## config.mk

```make
export PLATFORM = sky130hd
export DESIGN_NAME = brk_trig_top
export DESIGN_NICKNAME = d
export VERILOG_FILES = /design/src/rtl/brk_pkg.sv /design/src/rtl/brk_rst_sync.sv /design/src/rtl/brk_match.sv /design/src/rtl/brk_cfg_regs.sv /design/src/rtl/brk_seq.sv /design/src/rtl/brk_trig_top.sv
export SDC_FILE = /design/constraint.sdc
export NUM_CORES = 1
export LEC_CHECK = 0
export BUFFER_PORTS_ARGS = -buffer_cell sky130_fd_sc_hd__buf_2
export CAP_MARGIN = 10
export CORE_UTILIZATION = 60
export DETAILED_ROUTE_END_ITERATION = 6
export HOLD_SLACK_MARGIN = 0.03
export PLACE_DENSITY = 0.82
export SYNTH_ARGS = -nofsm -noshare
export SYNTH_HDL_FRONTEND = slang
export SYNTH_SLANG_ARGS = --single-unit
```

## constraint.sdc

```tcl
create_clock -name clk -period 24 [get_ports clk]
set_clock_uncertainty 0.15 [all_clocks]
set_input_delay 1.2 -clock clk [delete_from_list [all_inputs] [get_ports clk]]
set_output_delay 1.2 -clock clk [all_outputs]
set_load 0.02 [all_outputs]
```

## src/rtl/brk_pkg.sv

```systemverilog
package brk_pkg;

  // Control word layout, most significant field first.
  typedef struct packed {
    logic       en;       // bit 8
    logic       act_irq;  // bit 7
    logic       two_lvl;  // bit 6
    logic [2:0] l2_sel;   // bits 5:3
    logic [2:0] l1_sel;   // bits 2:0
  } ctrl_t;

  localparam int CTRL_W = $bits(ctrl_t);

  typedef enum logic [1:0] {
    ST_IDLE  = 2'd0,
    ST_ARMED = 2'd1,
    ST_FIRED = 2'd2
  } seq_st_e;

  // Condition vector order: {pc, data, addr}.
  function automatic logic lvl_match(logic [2:0] sel, logic [2:0] hits);
    return (|sel) && ((sel & hits) == sel);
  endfunction

endpackage

```

## src/rtl/brk_rst_sync.sv

```systemverilog
module brk_rst_sync (
  input  logic clk,
  input  logic rst_n,
  output logic rst_n_sync
);
  logic [1:0] sync_q;

  always_ff @(posedge clk or negedge rst_n) begin
    if (!rst_n) begin
      sync_q <= 2'b00;
    end else begin
      sync_q <= {sync_q[0], 1'b1};
    end
  end

  assign rst_n_sync = sync_q[1];
endmodule

```

## src/rtl/brk_match.sv

```systemverilog
module brk_match #(
  parameter int DW = 32
) (
  input  logic          vld,
  input  logic [DW-1:0] val,
  input  logic [DW-1:0] ref_val,
  input  logic [DW-1:0] msk,
  output logic          hit
);
  logic [DW-1:0] diff;

  always_comb begin
    diff = (val ^ ref_val) & ~msk;
    hit  = vld && (diff == '0);
  end
endmodule

```

## src/rtl/brk_cfg_regs.sv

```systemverilog
module brk_cfg_regs
  import brk_pkg::*;
#(
  parameter int DW    = 32,
  parameter int NPC   = 4,
  parameter int SEL_W = 4
) (
  input  logic             clk,
  input  logic             rst_n,
  input  logic             we,
  input  logic [SEL_W-1:0] sel,
  input  logic [DW-1:0]    wdata,
  output logic [DW-1:0]    a_ref,
  output logic [DW-1:0]    a_msk,
  output logic [DW-1:0]    d_ref,
  output logic [DW-1:0]    d_msk,
  output logic [DW-1:0]    pc_ref [NPC],
  output logic [DW-1:0]    pc_msk,
  output ctrl_t            ctrl,
  output logic             reconf,
  output logic             clr
);
  localparam int CODE_AREF  = 0;
  localparam int CODE_AMSK  = 1;
  localparam int CODE_DREF  = 2;
  localparam int CODE_DMSK  = 3;
  localparam int CODE_PC0   = 4;
  localparam int CODE_PCMSK = CODE_PC0 + NPC;
  localparam int CODE_CTRL  = CODE_PCMSK + 1;
  localparam int CODE_CLR   = CODE_CTRL + 1;

  logic en_aref, en_amsk, en_dref, en_dmsk, en_pcmsk, en_ctrl;

  // Write enables, one per register.
  always_comb begin
    en_aref  = we && (sel == SEL_W'(CODE_AREF));
    en_amsk  = we && (sel == SEL_W'(CODE_AMSK));
    en_dref  = we && (sel == SEL_W'(CODE_DREF));
    en_dmsk  = we && (sel == SEL_W'(CODE_DMSK));
    en_pcmsk = we && (sel == SEL_W'(CODE_PCMSK));
    en_ctrl  = we && (sel == SEL_W'(CODE_CTRL));
    reconf   = we && (sel <  SEL_W'(CODE_CLR));
    clr      = we && (sel == SEL_W'(CODE_CLR));
  end

  always_ff @(posedge clk or negedge rst_n) begin
    if (!rst_n) begin
      a_ref <= '0;
    end else if (en_aref) begin
      a_ref <= wdata;
    end
  end

  always_ff @(posedge clk or negedge rst_n) begin
    if (!rst_n) begin
      a_msk <= '0;
    end else if (en_amsk) begin
      a_msk <= wdata;
    end
  end

  always_ff @(posedge clk or negedge rst_n) begin
    if (!rst_n) begin
      d_ref <= '0;
    end else if (en_dref) begin
      d_ref <= wdata;
    end
  end

  always_ff @(posedge clk or negedge rst_n) begin
    if (!rst_n) begin
      d_msk <= '0;
    end else if (en_dmsk) begin
      d_msk <= wdata;
    end
  end

  always_ff @(posedge clk or negedge rst_n) begin
    if (!rst_n) begin
      pc_msk <= '0;
    end else if (en_pcmsk) begin
      pc_msk <= wdata;
    end
  end

  always_ff @(posedge clk or negedge rst_n) begin
    if (!rst_n) begin
      ctrl <= '0;
    end else if (en_ctrl) begin
      ctrl <= ctrl_t'(wdata[CTRL_W-1:0]);
    end
  end

  for (genvar g = 0; g < NPC; g++) begin : g_pc
    logic          en_pc;
    logic [DW-1:0] pc_q;

    assign en_pc = we && (sel == SEL_W'(CODE_PC0 + g));

    always_ff @(posedge clk or negedge rst_n) begin
      if (!rst_n) begin
        pc_q <= '0;
      end else if (en_pc) begin
        pc_q <= wdata;
      end
    end

    assign pc_ref[g] = pc_q;
  end

  // Control bits above CTRL_W are not stored.
  logic unused_hi;
  assign unused_hi = ^wdata[DW-1:CTRL_W];
endmodule

```

## src/rtl/brk_seq.sv

```systemverilog
module brk_seq
  import brk_pkg::*;
(
  input  logic  clk,
  input  logic  rst_n,
  input  ctrl_t ctrl,
  input  logic  l1_hit,
  input  logic  l2_hit,
  input  logic  reconf,
  input  logic  clr,
  output logic  armed,
  output logic  hold,
  output logic  halt_p,
  output logic  irq_p
);
  seq_st_e st_q, st_d;
  logic    fire;
  logic    halt_q, irq_q;

  // Next-state process.
  always_comb begin
    st_d = st_q;
    fire = 1'b0;
    case (st_q)
      ST_FIRED: begin
        if (clr) st_d = ST_IDLE;
      end
      default: begin
        if (reconf || !ctrl.en) begin
          st_d = ST_IDLE;
        end else if (!ctrl.two_lvl) begin
          if (l1_hit) begin
            st_d = ST_FIRED;
            fire = 1'b1;
          end else begin
            st_d = ST_IDLE;
          end
        end else if (st_q == ST_IDLE) begin
          if (l1_hit) st_d = ST_ARMED;
        end else if (l2_hit) begin
          st_d = ST_FIRED;
          fire = 1'b1;
        end
      end
    endcase
  end

  // Register process.
  always_ff @(posedge clk or negedge rst_n) begin
    if (!rst_n) begin
      st_q   <= ST_IDLE;
      halt_q <= 1'b0;
      irq_q  <= 1'b0;
    end else begin
      st_q   <= st_d;
      halt_q <= fire && !ctrl.act_irq;
      irq_q  <= fire &&  ctrl.act_irq;
    end
  end

  assign armed  = (st_q == ST_ARMED);
  assign hold   = (st_q == ST_FIRED);
  assign halt_p = halt_q;
  assign irq_p  = irq_q;
endmodule

```

## src/rtl/brk_trig_top.sv

```systemverilog
module brk_trig_top
  import brk_pkg::*;
#(
  parameter  int DW    = 32,
  parameter  int NPC   = 4,
  localparam int SEL_W = $clog2(NPC + 7)
) (
  input  logic             clk,
  input  logic             rst_n,
  input  logic             cfg_we,
  input  logic [SEL_W-1:0] cfg_sel,
  input  logic [DW-1:0]    cfg_wdata,
  input  logic             bus_valid,
  input  logic [DW-1:0]    bus_addr,
  input  logic [DW-1:0]    bus_data,
  input  logic             pc_valid,
  input  logic [DW-1:0]    pc_val,
  output logic             trig_halt,
  output logic             trig_irq,
  output logic             trig_armed,
  output logic             trig_hold
);
  logic          rst_n_s;
  logic [DW-1:0] a_ref, a_msk, d_ref, d_msk, pc_msk;
  logic [DW-1:0] pc_ref [NPC];
  ctrl_t         ctrl;
  logic          reconf, clr;
  logic          a_hit, d_hit, pc_hit;
  logic [NPC-1:0] pc_hits;
  logic [2:0]    hits;
  logic          l1_hit, l2_hit;

  brk_rst_sync u_rst (
    .clk        (clk),
    .rst_n      (rst_n),
    .rst_n_sync (rst_n_s)
  );

  brk_cfg_regs #(.DW(DW), .NPC(NPC), .SEL_W(SEL_W)) u_cfg (
    .clk    (clk),
    .rst_n  (rst_n_s),
    .we     (cfg_we),
    .sel    (cfg_sel),
    .wdata  (cfg_wdata),
    .a_ref  (a_ref),
    .a_msk  (a_msk),
    .d_ref  (d_ref),
    .d_msk  (d_msk),
    .pc_ref (pc_ref),
    .pc_msk (pc_msk),
    .ctrl   (ctrl),
    .reconf (reconf),
    .clr    (clr)
  );

  brk_match #(.DW(DW)) u_amatch (
    .vld     (bus_valid),
    .val     (bus_addr),
    .ref_val (a_ref),
    .msk     (a_msk),
    .hit     (a_hit)
  );

  brk_match #(.DW(DW)) u_dmatch (
    .vld     (bus_valid),
    .val     (bus_data),
    .ref_val (d_ref),
    .msk     (d_msk),
    .hit     (d_hit)
  );

  for (genvar g = 0; g < NPC; g++) begin : g_pcm
    brk_match #(.DW(DW)) u_pcmatch (
      .vld     (pc_valid),
      .val     (pc_val),
      .ref_val (pc_ref[g]),
      .msk     (pc_msk),
      .hit     (pc_hits[g])
    );
  end

  always_comb begin
    pc_hit = |pc_hits;
    hits   = {pc_hit, d_hit, a_hit};
    l1_hit = lvl_match(ctrl.l1_sel, hits);
    l2_hit = lvl_match(ctrl.l2_sel, hits);
  end

  brk_seq u_seq (
    .clk    (clk),
    .rst_n  (rst_n_s),
    .ctrl   (ctrl),
    .l1_hit (l1_hit),
    .l2_hit (l2_hit),
    .reconf (reconf),
    .clr    (clr),
    .armed  (trig_armed),
    .hold   (trig_hold),
    .halt_p (trig_halt),
    .irq_p  (trig_irq)
  );
endmodule

```

==> results.sh <==
export IMPL_vias_per_cell=5.888
export IMPL_wl_per_cell_um=22.12
export IMPL_antenna_found_initial=1
export IMPL_peakVddDrop_uv=65.17
export IMPL_rsz0062_at_grt="no"
export IMPL_fp_dieW_um=155.8
export IMPL_worstSetupPathType="in2reg"
export IMPL_r2r_start="u_cfg.a_ref[4]"
export IMPL_post_route_period_util_pct=12.55
export IMPL_cp_required_ps=24340
export IMPL_cap_viol_max_count=0
export IMPL_dieArea_um2=24260
export IMPL_gp_congestion=0.9120
export IMPL_synth_largest_area_cell="dfrtp_1"
export IMPL_hold_class="reg2reg"
export IMPL_crit_buf_inv=1
export IMPL_cts_setup_buffers=0
export IMPL_setup_viol=0
export IMPL_ys_seq_area_share_pct=53.46
export IMPL_clk_pin_slew_worst_paths_ps=60
export IMPL_slowest_stage="nor4_1"
export IMPL_synth_warnings=0
export IMPL_tightestPinTransition_ps=1177
export IMPL_synthDistinctLibCells=36
export IMPL_cts_resized=0
export IMPL_end_kind="register"
export IMPL_crit_arrival_ps=3350
export IMPL_syn_area_um2=14180
export IMPL_postCtsHoldBufs=0
export IMPL_critPathTopFamily="simple AND/OR/NAND/NOR gates"
export IMPL_wirelength_mm=33.02
export IMPL_min_period_ps=3012
export IMPL_cts_buffers=31
export IMPL_slew_headroom_pct=21.35
export IMPL_total_power_uw=1522
export IMPL_clock_latency_ps=550
export IMPL_drive_above_1_share_pct=42.49
export IMPL_cpPeakStageDelay_ps=600
export IMPL_status="finished clean"
export IMPL_die_h_um=155.8
export IMPL_fmax_mhz=332.0
export IMPL_post_synth_top_area_fraction_pct=53.46
export IMPL_cts_root_buf="clkbuf_16"
export IMPL_slew_viol_final=0
export IMPL_drt_first_pass_iters=5
export IMPL_crit_path_cell_trace="buf_2, xnor2_1, o22ai_1, nor4_1, nand4_1, a41oi_2, o2111ai_1, a21oi_1, and2b_1"
export IMPL_whs_endpoint="u_rst.sync_q[1]"
export IMPL_drt_iter0_markers=485
export IMPL_synth_seq_cells=303
export IMPL_synth_area_leaders="dfrtp_1 53%, mux2_2 23%, xnor2_1 11%"
export IMPL_rr_worst_depth=8
export IMPL_fin_setup_tns_ps=0
export IMPL_ant_nets=0
export IMPL_initial_core_util_pct=61.89
export IMPL_syn_instance_count=1049
export IMPL_worstHoldStart="u_rst.sync_q[0]"
export IMPL_ff2ff_setup_slack_ps=21340
export IMPL_drc=0
export IMPL_grt_pass1_vias=9139
export IMPL_holdPathStages=0
export IMPL_grt_start_max_net_pins=82
export IMPL_p_leak_uw=0.006772
export IMPL_core_area_um2=22920
export IMPL_port_buffers=140
export IMPL_syn2layout_area_growth_pct=12.60
export IMPL_nNetsFinal=1294
export IMPL_ioPinCount=141
export IMPL_cts_sink_count=303
export IMPL_grt_ovfl_total=0
export IMPL_hpwl_mm=22.55
export IMPL_avgSynthCellArea_um2=13.52
export IMPL_htree_levels=1
export IMPL_track_usage_pct=28.41
export IMPL_p_per_area_nw_per_um2=95.33
export IMPL_syn_num_nets=1186
export IMPL_cp_max_fo=4
export IMPL_cts_tree="built"
export IMPL_num_rows=55
export IMPL_clock_path_buffers=3
export IMPL_critPathLaunchType="input port"
export IMPL_grt_pass1_wl_mm=51.67
export IMPL_r2r_end="u_seq.halt_p"
export IMPL_hold_viol=0
export IMPL_vias=8791
metal layers:
layer,wire length [um],GRT usage [%]
met4,1093,9.430
met2,15790,46.47
met1,14210,38.95
met3,1931,4.583
met5,0,0
state kept, by name, summed over array words and instances, names as in the netlist, 9 cells and up:
register and flops:
u_cfg.d_ref 32, u_cfg.pc_msk 32, u_cfg.g_pc.pc_q 128, u_cfg.ctrl 9, u_cfg.a_ref 32, u_cfg.a_msk 32
u_cfg.d_msk 32
per-stage QoR:
stage / instance area, um2 / instances / hold WS, ps / setup slack [ps] / utilization, %
after detailed placement: 14940 / 1437 / 195.8 / 20530 / 65.21
after global placement: 14940 / 1437 / 193.5 / 20560 / 65.21
final: 15970 / 1493 / 212.6 / 20990 / 69.69
after global routing: 15970 / 1492 / 217.8 / 20840 / 69.68
after CTS: 15970 / 1492 / 218.9 / 21090 / 69.68
after floorplan: 14180 / 1049 / 181.2 / 14780 / -
report_power, final:
group	switching (uW)	internal, uW
clock	195	285
sequential	88.9	629
combinational	137	187
total	421	1100
cells in the mapped netlist:
| library cell | count |
|---|---|
| a21oi_1 | 2 |
| a41oi_2 | 1 |
| and2_1 | 2 |
| and2b_1 | 1 |
| and3_1 | 1 |
| buf_1 | 14 |
| buf_2 | 11 |
| buf_4 | 4 |
| buf_6 | 16 |
| clkbuf_1 | 29 |
| conb_1 | 1 |
| dfrtp_1 | 303 |
| inv_1 | 5 |
| mux2_1 | 5 |
| mux2_2 | 288 |
| nand2_1 | 10 |
| nand2b_1 | 3 |
| nand3_1 | 3 |
| nand3b_1 | 4 |
| nand4_1 | 4 |
| nor2_1 | 7 |
| nor2b_1 | 2 |
| nor3_1 | 2 |
| nor3b_1 | 1 |
| nor4_1 | 22 |
| o2111ai_1 | 3 |
| o211ai_1 | 3 |
| o21ai_0 | 11 |
| o22a_1 | 2 |
| o22ai_1 | 92 |
| o311ai_0 | 1 |
| o31ai_1 | 1 |
| o31ai_2 | 1 |
| or3_1 | 2 |
| xnor2_1 | 184 |
| xnor2_2 | 8 |
cells in the final DEF (no fill, tap or decap), types with 5 or more instances in the layout:
cell type | synthesis | routed
clkinv_2 | 0 | 7
buf_2 | 11 | 140
inv_1 | 5 | 5
clkbuf_8 | 0 | 9
dfrtp_1 | 303 | 302
xnor2_2 | 8 | 8
mux2_2 | 288 | 288
nand2_1 | 10 | 10
o22ai_1 | 92 | 92
xnor2_1 | 184 | 184
mux2_1 | 5 | 5
nor4_1 | 22 | 22
buf_4 | 4 | 9
clkbuf_1 | 29 | 5
o21ai_0 | 11 | 11
clkbuf_16 | 0 | 31
cell type report:
cell class,instances,area [um2]
antenna,1,2.502
clock inverter,10,106.4
fill,1604,6945
multi-input combinational,667,6178
tap,313,391.6
sequential,303,7586
clock buffer,45,918.4
inverter,5,18.77
timing repair buffer,149,768.2
how the worst max path moves through the flow:
stage / startpoint / end / cells past startpoint
detailed placement: cfg_sel[3] / u_cfg.a_msk[10] / 5
finish: pc_val[8] / u_seq.halt_p / 9
floorplan: u_rst.sync_q[1] / u_cfg.a_msk[0] / 0
global placement: cfg_sel[3] / u_cfg.g_pc[3].pc_q[28] / 4
global route: pc_val[8] / u_seq.irq_p / 9
CTS: pc_val[7] / u_seq.irq_p / 9
cells by family (layout without fill, tap and decap cells):
logic type,Yosys count,in the layout,share of synthesized area (%)
compound gates,117,117,5.302
other cells,1,2,0.02644
simple gates,64,64,2.532
buf+inv,79,209,3.140
mux,293,293,23.26
xor+xnor,192,192,12.28
flops,303,303,53.46
worst register-to-register path, stage by stage (launching register included):
cell and delay, ps:
dfrtp_1 390, xnor2_1 190, o22ai_1 120, nor4_1 590, nand3_1 210, o21ai_0 360
o2111ai_1 190, a21oi_1 240, and2b_1 160
Power figures use the tool's default switching activity.
